File: src/rtl/msi_ctrl.sv
module msi_ctrl #(
  parameter int AW    = 8,
  parameter int DW    = 32,
  parameter int LINES = 4
) (
  input  logic          clk,
  input  logic          rst_n,
  input  logic          core_valid,
  input  logic [1:0]    core_op,
  input  logic [AW-1:0] core_addr,
  input  logic [DW-1:0] core_wdata,
  output logic          core_done,
  output logic [DW-1:0] core_rdata,
  output logic          bus_req,
  input  logic          bus_gnt,
  output logic [1:0]    bus_cmd,
  output logic [AW-1:0] bus_addr,
  output logic [DW-1:0] bus_wdata,
  input  logic [DW-1:0] bus_rdata,
  input  logic          snp_valid,
  input  logic [1:0]    snp_cmd,
  input  logic [AW-1:0] snp_addr,
  output logic          snp_flush,
  output logic [DW-1:0] snp_data
);
  localparam int IW = $clog2(LINES);
  localparam int TW = AW - IW;

  localparam logic [1:0] ST_I = 2'd0, ST_S = 2'd1, ST_M = 2'd2;
  localparam logic [1:0] OP_LD = 2'd0, OP_ST = 2'd1, OP_WB = 2'd2;
  localparam logic [1:0] CMD_NONE = 2'd0, CMD_RD = 2'd1, CMD_RDX = 2'd2, CMD_WB = 2'd3;

  logic [1:0]    st_q  [LINES];
  logic [TW-1:0] tag_q [LINES];
  logic [DW-1:0] dat_q [LINES];

  wire [IW-1:0] c_idx = core_addr[IW-1:0];
  wire [TW-1:0] c_tag = core_addr[AW-1:IW];
  wire [IW-1:0] s_idx = snp_addr[IW-1:0];
  wire [TW-1:0] s_tag = snp_addr[AW-1:IW];

  wire [1:0] c_st     = st_q[c_idx];
  wire       c_hit    = (c_st != ST_I) && (tag_q[c_idx] == c_tag);
  wire       c_victim = (c_st == ST_M) && !c_hit;

  wire s_act  = snp_valid && !bus_gnt;
  wire s_hit  = s_act && (st_q[s_idx] != ST_I) && (tag_q[s_idx] == s_tag);
  wire blocked = s_act && (s_idx == c_idx);

  logic [1:0] need;
  always_comb begin
    need = CMD_NONE;
    if (core_valid) begin
      case (core_op)
        OP_LD: if (!c_hit) need = c_victim ? CMD_WB : CMD_RD;
        OP_ST: if (!c_hit) need = c_victim ? CMD_WB : CMD_RDX;
               else if (c_st == ST_S) need = CMD_RDX;
        OP_WB: if (c_hit && c_st == ST_M) need = CMD_WB;
        default: ;
      endcase
    end
  end

  wire evict_only = (need == CMD_WB) && (core_op != OP_WB);

  assign bus_req    = (need != CMD_NONE);
  assign bus_cmd    = bus_gnt ? need : CMD_NONE;
  assign bus_addr   = (need == CMD_WB) ? {tag_q[c_idx], c_idx} : core_addr;
  assign bus_wdata  = dat_q[c_idx];
  assign core_done  = core_valid &&
                      ((need == CMD_NONE && !blocked) ||
                       (bus_gnt && need != CMD_NONE && !evict_only));
  assign core_rdata = (bus_gnt && need == CMD_RD) ? bus_rdata : dat_q[c_idx];
  assign snp_flush  = s_hit && (st_q[s_idx] == ST_M) &&
                      (snp_cmd == CMD_RD || snp_cmd == CMD_RDX);
  assign snp_data   = dat_q[s_idx];

  always_ff @(posedge clk or negedge rst_n) begin
    if (!rst_n) begin
      for (int i = 0; i < LINES; i++) begin
        st_q[i]  <= ST_I;
        tag_q[i] <= '0;
        dat_q[i] <= '0;
      end
    end else begin
      if (s_hit) begin
        if (snp_cmd == CMD_RDX) st_q[s_idx] <= ST_I;
        else if (snp_cmd == CMD_RD && st_q[s_idx] == ST_M) st_q[s_idx] <= ST_S;
      end
      if (bus_gnt && need == CMD_WB) begin
        st_q[c_idx] <= ST_I;
      end else if (core_done) begin
        case (core_op)
          OP_LD: if (need == CMD_RD) begin
            st_q[c_idx]  <= ST_S;
            tag_q[c_idx] <= c_tag;
            dat_q[c_idx] <= bus_rdata;
          end
          OP_ST: begin
            st_q[c_idx]  <= ST_M;
            tag_q[c_idx] <= c_tag;
            dat_q[c_idx] <= core_wdata;
          end
          OP_WB: if (c_hit) st_q[c_idx] <= ST_I;
          default: ;
        endcase
      end
    end
  end
endmodule


File: config.mk
export PLATFORM = sky130hd
export DESIGN_NAME = msi_ctrl
export DESIGN_NICKNAME = d
export VERILOG_FILES = /design/src/rtl/msi_ctrl.sv
export SDC_FILE = /design/constraint.sdc
export NUM_CORES = 1
export LEC_CHECK = 0
export ABC_AREA = 1
export BUFFER_PORTS_ARGS = -buffer_cell sky130_fd_sc_hd__buf_2
export CAP_MARGIN = 10
export CORE_MARGIN = 5
export CORE_UTILIZATION = 39
export CTS_BUF_LIST = sky130_fd_sc_hd__clkbuf_8
export DETAILED_ROUTE_END_ITERATION = 8
export PLACE_DENSITY = 0.65
export SETUP_SLACK_MARGIN = 0.02
export SYNTH_ARGS = -nofsm -noshare
export SYNTH_HDL_FRONTEND = slang
export SYNTH_SLANG_ARGS = --single-unit
export TNS_END_PERCENT = 100
File: constraint.sdc
create_clock -name clk -period 8.5 [get_ports clk]
set_clock_uncertainty 0.1 [all_clocks]
set_input_delay 1.275 -clock clk [delete_from_list [all_inputs] [get_ports clk]]
set_output_delay 1.275 -clock clk [all_outputs]
set_load 0.03 [all_outputs]
==> out/metrics.csv <==
stage,metric,value,unit
power_and_ir_drop,Worst VDD drop,0.135,mV
power_and_ir_drop,P_sw,0.00109,W
setup_path,R2R setup slack,4.61,ns
drt,Vias per Instance,5.38,
cts,CTS tree,yes,
logic_synthesis,number of flops mapped to enable cells by yosys,0,
logic_synthesis,Netlist cell types,35,
floorplan,total core area,0.0235,mm^2
drt,max layer used,met4,
layout,Layout fillers,2334,
layout,layout cells sized above 1,22.7,%
cts,root buf cell,clkbuf_8,
cts,Clock Latency Late Sink,0.46,ns
cts,H-tree Lvls,4,
logic_synthesis,Async SR Flop Fraction,100,%
placed_design,IO buf count,197,
timing,final setup violation count,0,
cts,clock-pin slew on the worst setup and hold paths,0.08,ns
drt,WL/cell,17.8,um
power_and_ir_drop,Comb pwr share,36.5,%
setup_path,critical path endpoint category,output pin,
power_and_ir_drop,Pleak,5.44,nW
power_and_ir_drop,Clock power frac,22.7,%
drt,starting DRC count in detailed routing,834,
logic_synthesis,"count leader, synth",nand2_1,
drt,DR vias,8674,
layout,area taken by multi-input logic gates,0.00446,mm^2
cts,CTS Buf Count,17,
timing,Pins Over Slew Limit,0,
power_and_ir_drop,Pwr per Cell Area,251,mW/mm^2
layout,register area,0.00400,mm^2
setup_path,critical-path maximum fanout,37,
logic_synthesis,synthesized area,0.00932,mm^2
hold_path,Hold Crit Class,reg -> reg,
floorplan,Vert. Die Dim,165,um
power_and_ir_drop,internal power,0.00162,W
drt,# DRC,0,
timing,Slew @ Worst Pin,1.13,ns
drt,wl on met1,12400,um
placed_design,Final HPWL DP,19000,um
drt,Routed Antenna Nets,0,
timing,RSZ-0062 raised after global routing,false,
cts,hold_buf cts,0,
global_route,initial antenna violation count,0,
global_route,vias in the first global route,8434,
logic_synthesis,Synth Warn #,0,
floorplan,Boundary Pins,198,
global_route,GRT overflow,0,
drt,met2 wire len,14000,um
floorplan,Die Span X,165,um
logic_synthesis,"FF+latch count, synth",160,
global_route,global-route wire length before repair,45100,um
drt,metal3 WL,1780,um
logic_synthesis,sequential share of the synthesized area,43.0,%
placed_design,gp weighted congestion,0.862,
cts,setup repair bufs after CTS,0,
cts,clock sink count,160,
setup_path,CP Data Arrival Time,4.92,ns
outcome,status,completed,
job,max-cap violation count,0,
power_and_ir_drop,total chip power,0.00271,W
logic_synthesis,"top cells by count, synth","nand2_1 (296), dfrtp_1 (160), o21ai_0 (158)",
logic_synthesis,most common flop cell mapped by yosys,dfrtp_1,
cts,Max clock buf depth,2,
timing,Final Critical Period,6.30,ns
floorplan,Initial Utilization,39.7,%
global_route,largest net degree at the start of global routing,92,
floorplan,cell row count,56,
setup_path,worst path required time,7.12,ns
logic_synthesis,dominant cell type by area after synthesis,dfrtp_1,
logic_synthesis,syn nets,1219,
timing,final hold violations,0,
timing,fmax,0.159,GHz
logic_synthesis,most area-consuming cells after synthesis,"dfrtp_1 (43%), nand2_1 (12%), o21ai_0 (8.5%)",
setup_path,Setup crit start kind,primary input,
logic_synthesis,Yosys top cell area share,43.0,%
power_and_ir_drop,Flop pwr share,40.7,%
timing,worst relative slew slack,24.8,%
logic_synthesis,post-synthesis cell count,1128,
cts,post-cts sizing count,0,
layout,synth-to-layout area growth,15.7,%
logic_synthesis,Mean Syn Cell Area,8.26,um^2
power_and_ir_drop,switching share of power,40.1,%
timing,period utilization,74.1,%
floorplan,die area,0.0271,mm^2
setup_path,critical path type,in -> out,
drt,total wire length,28700,um
layout,antenna cells,0,
layout,nets,1371,
drt,Initial DRT Pass Iterations,5,
timing,setup TNS,0,ns
global_route,global-route usage over all layers,21.0,%
==> registers in the layout, indices dropped and copies added, names as in the netlist <==
signal  flops
dat_q     128
tag_q      24
st_q        8
==> power groups by stage <==
stage | sequential [W] | combinational (W) | clock, W
after CTS | 0.00110 | 0.000997 | 0.000629
after detailed placement | 0.00111 | 0.000996 | 0
after global routing | 0.00113 | 0.00110 | 0.000657
after global placement | 0.00111 | 0.000977 | 0
final | 0.00110 | 0.000989 | 0.000616
after floorplan | 0.00108 | 0.000735 | 0
==> worst max-delay path, stage by stage <==
cell	delay (ns)
buf_2	0.22
nand2_2	0.73
inv_1	0.23
nand2_1	0.11
nand2_1	0.08
nor2_1	0.15
nand2_1	0.07
nand4_1	0.16
nand2_1	0.09
nand3_2	0.11
nand2_2	0.08
nor2_1	0.29
nand2_2	0.62
mux2_2	0.50
buf_2	0.18
==> metrics by stage <==
stage | hold WS (ns) | util [%] | area, um^2 | setup slack (ns) | std cells
final | 0.389 | 45.9 | 10800 | 2.20 | 1612
after global placement | 0.366 | 44.1 | 10300 | 2.32 | 1580
after detailed placement | 0.373 | 44.1 | 10300 | 2.19 | 1580
after CTS | 0.394 | 45.9 | 10800 | 2.19 | 1612
after floorplan | 0.353 | - | 9320 | 3.38 | 1128
after global routing | 0.410 | 45.9 | 10800 | 1.87 | 1612
==> placed cells by master, fill, tap and decap left out, types with 2 or more instances in the layout <==
cell type and n:
nor2_1 24, mux2i_1 32, bufinv_16 4, nand2_4 2
o22ai_1 7, ha_1 2, xor2_1 2, nand3_1 43
mux2_2 32, buf_2 196, clkinv_2 2, buf_4 12
o221ai_1 64, xnor2_1 3, nand2_1 294, nor2_2 3
inv_2 4, inv_1 101, a22oi_1 72, o21ai_0 158
dfrtp_1 160, o211ai_1 7, nand2_2 6, a21oi_1 4
clkbuf_8 18, nor2_4 3, clkinvlp_4 5, nand4_1 6
o21ai_1 17
==> routing by layer <==
layer  track usage (%)  vias to the layer above
li1                  -                     4216
met5                 0                        -
met3              3.47                       38
met2              35.4                      286
met1              27.8                     4134
met4              6.50                        0
==> path summary, 6_finish.rpt <==
kind                                    from             end  cells after the start
worst max-delay path            core_addr[0]  core_rdata[28]                     15
worst min-delay path               dat_q[28]       dat_q[28]                      2
max in group asynchronous              rst_n       dat_q[36]                      2
min in group asynchronous              rst_n       dat_q[26]                      1
worst min register to register     dat_q[28]       dat_q[28]                      2
worst max register to register     tag_q[20]       dat_q[25]                     17
==> area by class of cell <==
type / count / area share [%]
Inverter: 106 / 3.71
Timing Repair Buffer: 209 / 10.0
Sequential cell: 160 / 37.1
Multi-Input combinational cell: 786 / 41.4
Clock buffer: 18 / 2.30
Clock inverter: 14 / 1.75
Tap cell: 319 / 3.70
==> kinds of logic after synthesis <==
group	share of synthesized area (%)
and+or+nand+nor	17.0
AOI/OAI and AO/OA	22.6
buffers and inverters	9.36
DFF	43.0
muxes	7.31
xor gates and xnor gates	0.470
adders and majority gates	0.269
(Power assumes the default switching activity.)
